--- src/rtl/hpm_dram_ctrl.sv ---
module hpm_dram_ctrl #(
  parameter int ROW_W       = 13,
  parameter int COL_W       = 11,
  parameter int DW          = 16,
  parameter int CLK_PS      = 8000,
  parameter int T_RAC_PS    = 50000,
  parameter int T_CAC_PS    = 18000,
  parameter int T_AA_PS     = 30000,
  parameter int T_RC_PS     = 84000,
  parameter int T_RASMIN_PS = 50000,
  parameter int T_RASMAX_PS = 10000000,
  parameter int T_RP_PS     = 30000,
  parameter int T_CAS_PS    = 8000,
  parameter int T_CP_PS     = 10000,
  parameter int T_OEZ_PS    = 18000
) (
  input  logic                 clk,
  input  logic                 rst_n,
  input  logic                 req_valid,
  input  logic                 req_write,
  input  logic [ROW_W-1:0]     req_row,
  input  logic [COL_W-1:0]     req_col,
  input  logic [DW-1:0]        req_wdata,
  output logic                 req_ready,
  output logic [DW-1:0]        rd_data,
  output logic                 rd_valid,
  input  logic                 ref_pending,
  output logic                 ref_grant,
  output logic [((ROW_W > COL_W) ? ROW_W : COL_W)-1:0] dram_addr,
  output logic                 ras_n,
  output logic                 cas_n,
  output logic                 we_n,
  output logic                 oe_n,
  output logic [DW-1:0]        dq_out,
  output logic                 dq_oe,
  input  logic [DW-1:0]        dq_in
);
  localparam int AW        = (ROW_W > COL_W) ? ROW_W : COL_W;
  localparam int RAC_C     = (T_RAC_PS + CLK_PS - 1) / CLK_PS;
  localparam int CAC_C     = (T_CAC_PS + CLK_PS - 1) / CLK_PS;
  localparam int AA_C      = (T_AA_PS + CLK_PS - 1) / CLK_PS;
  localparam int RC_C      = (T_RC_PS + CLK_PS - 1) / CLK_PS;
  localparam int RASMIN_C  = (T_RASMIN_PS + CLK_PS - 1) / CLK_PS;
  localparam int RASMAX_C  = T_RASMAX_PS / CLK_PS;
  localparam int RP_C      = (T_RP_PS + CLK_PS - 1) / CLK_PS;
  localparam int CAS_C     = (T_CAS_PS + CLK_PS - 1) / CLK_PS;
  localparam int CP_C      = (T_CP_PS + CLK_PS - 1) / CLK_PS;
  localparam int OEZ_C     = (T_OEZ_PS + CLK_PS - 1) / CLK_PS;
  localparam int COLMAX_C  = OEZ_C + 2 + RAC_C + AA_C + CAC_C + CAS_C + CP_C;
  localparam int M1        = (RAC_C > AA_C) ? RAC_C : AA_C;
  localparam int M2        = (CAC_C > CP_C) ? CAC_C : CP_C;
  localparam int M3        = (RP_C > OEZ_C) ? RP_C : OEZ_C;
  localparam int M4        = (M1 > M2) ? M1 : M2;
  localparam int SMAX      = (M3 > M4) ? ((M3 > CAS_C) ? M3 : CAS_C) : ((M4 > CAS_C) ? M4 : CAS_C);
  localparam int SW        = $clog2(SMAX + 2);
  localparam int RW        = $clog2(((RASMAX_C > RC_C) ? RASMAX_C : RC_C) + 2);

  typedef enum logic [2:0] {S_IDLE, S_ACT, S_COL, S_CAS, S_CP, S_HOLD, S_PRE} st_t;
  st_t st;

  logic [ROW_W-1:0] open_row;
  logic [COL_W-1:0] p_col;
  logic             p_wr;
  logic [DW-1:0]    p_wd;
  logic [RW-1:0]    rc;
  logic [SW-1:0]    cc, ac, pc, oz;

  logic cp_done, page_ok, cas_done;

  assign cp_done  = int'(pc) + 1 >= CP_C;
  assign page_ok  = req_valid && !ref_pending && (req_row == open_row) &&
                    (int'(rc) + COLMAX_C + 2 < RASMAX_C);
  assign cas_done = (int'(cc) + 1 >= CAS_C) &&
                    (p_wr || ((int'(cc) + 1 >= CAC_C) && (int'(ac) + 1 >= AA_C) &&
                              (int'(rc) + 1 >= RAC_C)));
  assign req_ready = (st == S_IDLE && !ref_pending) || (st == S_CP && cp_done && page_ok);
  assign ref_grant = (st == S_IDLE) && ref_pending;
  assign dq_out    = p_wd;

  always_ff @(posedge clk or negedge rst_n) begin
    if (!rst_n) begin
      st <= S_IDLE;
      ras_n <= 1'b1; cas_n <= 1'b1; we_n <= 1'b1; oe_n <= 1'b1; dq_oe <= 1'b0;
      dram_addr <= '0; open_row <= '0; p_col <= '0; p_wr <= 1'b0; p_wd <= '0;
      rd_data <= '0; rd_valid <= 1'b0;
      rc <= '1; cc <= '1; ac <= '1; pc <= '1; oz <= '1;
    end else begin
      rd_valid <= 1'b0;
      if (rc != '1) rc <= rc + 1'b1;
      if (cc != '1) cc <= cc + 1'b1;
      if (ac != '1) ac <= ac + 1'b1;
      if (pc != '1) pc <= pc + 1'b1;
      if (!oe_n) oz <= '0;
      else if (oz != '1) oz <= oz + 1'b1;
      case (st)
        S_IDLE: if (req_valid && req_ready) begin
          st <= S_ACT; ras_n <= 1'b0; rc <= '0;
          dram_addr <= AW'(req_row); open_row <= req_row;
          p_col <= req_col; p_wr <= req_write; p_wd <= req_wdata;
        end
        S_ACT: begin
          st <= S_COL; dram_addr <= AW'(p_col);
          we_n <= !p_wr; oe_n <= p_wr; ac <= '0;
        end
        S_COL: begin
          if (!p_wr || dq_oe) begin
            st <= S_CAS; cas_n <= 1'b0; cc <= '0;
          end else if (oe_n && int'(oz) + 1 >= OEZ_C) begin
            dq_oe <= 1'b1;
          end
        end
        S_CAS: if (cas_done) begin
          st <= S_CP; cas_n <= 1'b1; dq_oe <= 1'b0; pc <= '0;
          if (!p_wr) begin
            rd_data <= dq_in; rd_valid <= 1'b1;
          end
        end
        S_CP: if (cp_done) begin
          if (page_ok) begin
            st <= S_COL; dram_addr <= AW'(req_col);
            we_n <= !req_write; oe_n <= req_write; ac <= '0;
            p_col <= req_col; p_wr <= req_write; p_wd <= req_wdata;
          end else begin
            st <= S_HOLD; we_n <= 1'b1; oe_n <= 1'b1;
          end
        end
        S_HOLD: if (int'(rc) + 1 >= RASMIN_C) begin
          st <= S_PRE; ras_n <= 1'b1; pc <= '0;
        end
        S_PRE: if (int'(pc) + 1 >= RP_C && int'(rc) + 1 >= RC_C) st <= S_IDLE;
        default: st <= S_IDLE;
      endcase
    end
  end

  AST_CAS_UNDER_RAS: assert property (@(posedge clk) disable iff (!rst_n) !cas_n |-> !ras_n);
  AST_CAPTURE_AT_CAS_RISE: assert property (@(posedge clk) disable iff (!rst_n) rd_valid |-> $rose(cas_n) && we_n);
  AST_READ_PULSE: assert property (@(posedge clk) disable iff (!rst_n) rd_valid |=> !rd_valid);
  AST_EARLY_WE: assert property (@(posedge clk) disable iff (!rst_n) ($fell(cas_n) && !we_n) |-> !$past(we_n) && oe_n && dq_oe);
  AST_DRIVE_SAFE: assert property (@(posedge clk) disable iff (!rst_n) dq_oe |-> oe_n && !we_n && int'(oz) >= OEZ_C);
  AST_RAS_MIN_LOW: assert property (@(posedge clk) disable iff (!rst_n) $rose(ras_n) |-> int'(rc) >= RASMIN_C);
  AST_RAS_CEILING: assert property (@(posedge clk) disable iff (!rst_n) !ras_n |-> int'(rc) < RASMAX_C);
  AST_GRANT_QUIET: assert property (@(posedge clk) disable iff (!rst_n) ref_grant |-> ras_n && cas_n && !dq_oe);
endmodule

--- config.mk ---
export PLATFORM = sky130hd
export DESIGN_NAME = hpm_dram_ctrl
export DESIGN_NICKNAME = d
export VERILOG_FILES = /design/src/rtl/hpm_dram_ctrl.sv
export SDC_FILE = /design/constraint.sdc
export NUM_CORES = 1
export LEC_CHECK = 0
export CAP_MARGIN = 10
export CORE_MARGIN = 2
export CORE_UTILIZATION = 35
export DETAILED_ROUTE_END_ITERATION = 10
export HOLD_SLACK_MARGIN = 0.1
export PLACE_DENSITY = 0.6
export SYNTH_ARGS = -nofsm -noshare
export SYNTH_HDL_FRONTEND = slang
export SYNTH_SLANG_ARGS = --single-unit
--- constraint.sdc ---
create_clock -name clk -period 5.1 [get_ports clk]
set_clock_uncertainty 0.2 [all_clocks]
set_input_delay 0.765 -clock clk [delete_from_list [all_inputs] [get_ports clk]]
set_output_delay 0.765 -clock clk [all_outputs]
set_load 0.03 [all_outputs]
==> impl_metrics.prom <==
# TYPE chip_impl_metric gauge
chip_impl_info{name="status",value="complete, no violations"} 1
chip_impl_metric{name="power_switching",unit="mW"} 1.950
chip_impl_metric{name="cpPeakStageDelay",unit="ns"} 0.84
chip_impl_metric{name="groute.usage.overall",unit="%"} 17.12
chip_impl_metric{name="clk_latency",unit="ns"} 0.37
chip_impl_info{name="tritoncts",value="yes"} 1
chip_impl_metric{name="vias",unit=""} 4330
chip_impl_metric{name="clkPwrFrac",unit="%"} 15.0
chip_impl_metric{name="numCtsBuffers",unit=""} 9
chip_impl_info{name="cpMaxStageDelayCell",value="dfrtp_1"} 1
chip_impl_metric{name="crit_buf_inv",unit=""} 3
chip_impl_metric{name="final-instance-count-excl-fill",unit=""} 801
chip_impl_metric{name="final_nets",unit=""} 680
chip_impl_metric{name="maxSlewHeadroom",unit="%"} 33.51
chip_impl_metric{name="combinationalPowerShare",unit="%"} 48.5
chip_impl_metric{name="number_of_synthesized_flops_with_an_enable_pin",unit=""} 0
chip_impl_metric{name="worst-endpoint-arrival",unit="ns"} 3.23
chip_impl_info{name="hold_path_class",value="in -> async"} 1
chip_impl_metric{name="first_pass_iters",unit=""} 4
chip_impl_metric{name="synthesis.area",unit="um2"} 5461
chip_impl_metric{name="syn_inst",unit=""} 504
chip_impl_metric{name="wl_per_cell",unit="um"} 17.05
chip_impl_info{name="worstSetupPathType",value="reg -> out"} 1
chip_impl_metric{name="detail_route.wirelength",unit="um"} 13660
chip_impl_metric{name="synth_async_sr_flop_share",unit="%"} 100.0
chip_impl_metric{name="setup_total_negative_slack",unit="ns"} 0
chip_impl_info{name="cp-startpoint",value="st[2]"} 1
chip_impl_metric{name="finalSetupViolations",unit=""} 0
chip_impl_metric{name="max-vdd-ir-drop",unit="V"} 0.0003402
chip_impl_metric{name="pin_count_of_the_biggest_net_entering_global_routing",unit=""} 65
chip_impl_metric{name="cts_hold_buf",unit=""} 0
chip_impl_metric{name="die_x",unit="um"} 128.9
chip_impl_metric{name="dieHeight",unit="um"} 128.9
chip_impl_metric{name="synth_nets",unit=""} 576
chip_impl_metric{name="power.static_leakage",unit="nW"} 2.880
chip_impl_info{name="startpoint_type",value="register"} 1
chip_impl_metric{name="insertedDiodeCount",unit=""} 0
chip_impl_metric{name="vias_per_cell",unit=""} 5.406
chip_impl_metric{name="core_area",unit="um2"} 15200
chip_impl_metric{name="path_max_fanout",unit=""} 21
chip_impl_metric{name="cts_h_tree_lvls",unit=""} 3
chip_impl_metric{name="clkSlewWorstSetupHoldPaths",unit="ns"} 0.07
chip_impl_metric{name="power.switching_fraction",unit="%"} 41.19
chip_impl_metric{name="timing_max_transition_violations_final",unit=""} 0
chip_impl_metric{name="areaGrowthSynthToFinish",unit="%"} 28.73
chip_impl_metric{name="floorplan.die_area",unit="um2"} 16620
chip_impl_metric{name="worstPathRequired",unit="ns"} 4.14
chip_impl_metric{name="antenna_found_initial",unit=""} 0
chip_impl_metric{name="p_int",unit="mW"} 2.784
chip_impl_metric{name="worst_slew_pin_slew",unit="ns"} 0.9963
chip_impl_info{name="end_kind",value="output port"} 1
chip_impl_info{name="rsz0062_at_grt",value="no"} 1
chip_impl_info{name="yosys_most_used_dff",value="dfrtp_1"} 1
chip_impl_metric{name="clock_sink_count",unit=""} 106
chip_impl_metric{name="first_global_vias",unit=""} 4449
chip_impl_metric{name="grt_first_pass_wirelength",unit="um"} 22270
chip_impl_metric{name="seq_area_frac_synth",unit="%"} 49.28
chip_impl_metric{name="clock_path_buffers",unit=""} 2
chip_impl_metric{name="finalWeightedCongestion",unit=""} 0.8121
chip_impl_metric{name="sequentialPowerShare",unit="%"} 36.5
chip_impl_metric{name="proportion_of_layout_cells_with_a_drive_suffix_above_1",unit="%"} 18.92
chip_impl_info{name="crit_chain",value="inv_1 -> buf_4 -> nor3_1 -> and4b_1 -> or2_2 -> clkdlybuf4s50_1"} 1
chip_impl_info{name="critical_path.top_delay_family",value="simple AND/OR/NAND/NOR gates"} 1
chip_impl_metric{name="synthDistinctLibCells",unit=""} 59
chip_impl_metric{name="number_of_synthesized_register_bits",unit=""} 106
chip_impl_info{name="reg2reg_from",value="rc[1]"} 1
chip_impl_metric{name="layout_worst_path_cycle_share",unit="%"} 82.35
chip_impl_metric{name="cts_repair_resize_count",unit=""} 0
chip_impl_metric{name="detailedRoute.firstIterationViolations",unit=""} 262
chip_impl_info{name="clockRootBuffer",value="clkbuf_16"} 1
chip_impl_metric{name="synthesis.yosys.warnings",unit=""} 0
chip_impl_metric{name="synth.avg_cell_area",unit="um2"} 10.84
chip_impl_metric{name="achievable-frequency",unit="GHz"} 0.2381
chip_impl_metric{name="finalCriticalPeriod",unit="ns"} 4.200
chip_impl_metric{name="power-per-cell-area",unit="nW/um2"} 673.5
chip_impl_metric{name="gr-total-overflow",unit=""} 0
chip_impl_metric{name="post-route-drc-count",unit=""} 0
chip_impl_metric{name="buffer_ports.inserted",unit=""} 113
chip_impl_metric{name="dp_hpwl",unit="um"} 9635
chip_impl_metric{name="maxCapViolCount",unit=""} 0
chip_impl_metric{name="placementRows",unit=""} 45
chip_impl_metric{name="drtAntennaViolNets",unit=""} 0
chip_impl_metric{name="io-pin-count",unit=""} 114
chip_impl_metric{name="initial_utilization",unit="%"} 35.93
chip_impl_metric{name="dp_cells",unit=""} 785
chip_impl_metric{name="cts.repair_timing.setup_buffer_count",unit=""} 0
chip_impl_metric{name="final-hold-violation-count",unit=""} 0
==> area by class of cell <==
cell class / instances / area [um2]
fill: 1438 / 8172
sequential: 106 / 2691
multi-input combinational: 355 / 2574
timing repair buffer: 119 / 1174
tap: 188 / 235.2
clock buffer: 11 / 232.7
inverter: 17 / 63.81
clock inverter: 5 / 60.06
==> routing by layer <==
layer,up-vias,part of all wire [%],track usage (%)
met5,-,0,0
met1,2157,43,22.37
met4,0,2.6,8.376
li1,2035,-,-
met3,27,4.7,3.950
met2,111,49,26.86
==> power groups by stage <==
stage	combinational (mW)	clock, mW	sequential (mW)
5_1_grt	2.49	0.767	1.80
6_report	2.30	0.712	1.73
3_3_place_gp	2.26	0	1.72
4_1_cts	2.31	0.731	1.73
2_1_floorplan	1.26	0	1.97
3_5_place_dp	2.30	0	1.74
==> path summary, 6_finish.rpt <==
| kind | to | slack [ns] | depth (start not counted) |
|---|---|---|---|
| max in group asynchronous | pc[1] | 3.34 | 2 |
| min in group clk | dq_out[11] | 0.31 | 1 |
| worst max register to register | rd_data[4] | 1.83 | 8 |
| worst min-delay path | dq_out[15] | 0.30 | 1 |
| worst min register to register | dq_out[11] | 0.31 | 1 |
| worst max-delay path | req_ready | 0.90 | 6 |
==> worst register-to-register path: stages, from the launching register on <==
cell and delay (ns):
dfstp_2 0.62, ha_1 0.31, and3_1 0.41, a31oi_1 0.20, o22a_1 0.27, and4_4 0.20, nor4_4 0.25, buf_4 0.32
mux2_2 0.38
==> state kept, by name, summed over array words and instances (netlist names), 3 cells and up <==
register,cells
oz,4
rc,11
st,3
ac,4
dram_addr,13
open_row,13
rd_data,16
cc,4
p_col,11
dq_out,16
pc,4
==> cell usage after synthesis (4+ instances only) <==
library cell  instances  area share, %
nor3_1                9           0.82
xor2_1                5           0.80
and3_1                5           0.57
nand4_1               9            1.0
nor2_1               33            2.3
dfstp_2              31             15
buf_6                 4           0.82
a221oi_1             20            3.2
o21ai_0              13            1.2
a21oi_1              20            1.8
nor2b_1               6           0.69
a211oi_1             12            1.6
a31oi_1              10            1.1
nand2_1              60            4.1
clkbuf_1             14           0.96
xnor2_1              22            3.5
buf_2                 6           0.55
mux2_2               48            9.9
mux2_4                9            2.5
ha_1                 11            2.5
and2_1                5           0.57
inv_1                17            1.2
nand3_1               7           0.64
dfrtp_1              75             34
nand2b_1              5           0.57
==> cells by family after synthesis <==
logic type,synth area share (%)
buf+inv,3.711
flops,49.28
xor+xnor,4.330
fa+ha+maj,2.520
compound gates,13.63
mux,12.74
simple gates,13.79
==> cells in the final DEF, fill, tap and decap left out, types with 10 or more instances in the layout <==
cell type          n
inv_1             17
a21oi_1           20
nor2_1            32
clkdlybuf4s50_1  112
o21ai_0           12
a221oi_1          20
dfstp_2           31
xnor2_1           22
dfrtp_1           75
a211oi_1          12
mux2_2            48
a31oi_1           10
nand2_1           60
ha_1              11
==> stage by stage <==
stage | power, mW | hold WS [ns] | setup slack, ns | util (%) | cell area (um2)
6_report | 4.735 | 0.2955 | 0.9002 | 46.25 | 7030
5_1_grt | 5.053 | 0.3213 | 0.7191 | 46.25 | 7030
4_1_cts | 4.773 | 0.3091 | 0.9453 | 46.25 | 7030
3_5_place_dp | 4.038 | 0.2888 | 0.9885 | 44.32 | 6738
3_3_place_gp | 3.987 | 0.2800 | 0.9719 | 44.32 | 6738
2_1_floorplan | 3.228 | 0.2665 | 2.108 | - | 5461
No activity file was read; power rests on OpenSTA's default activity.
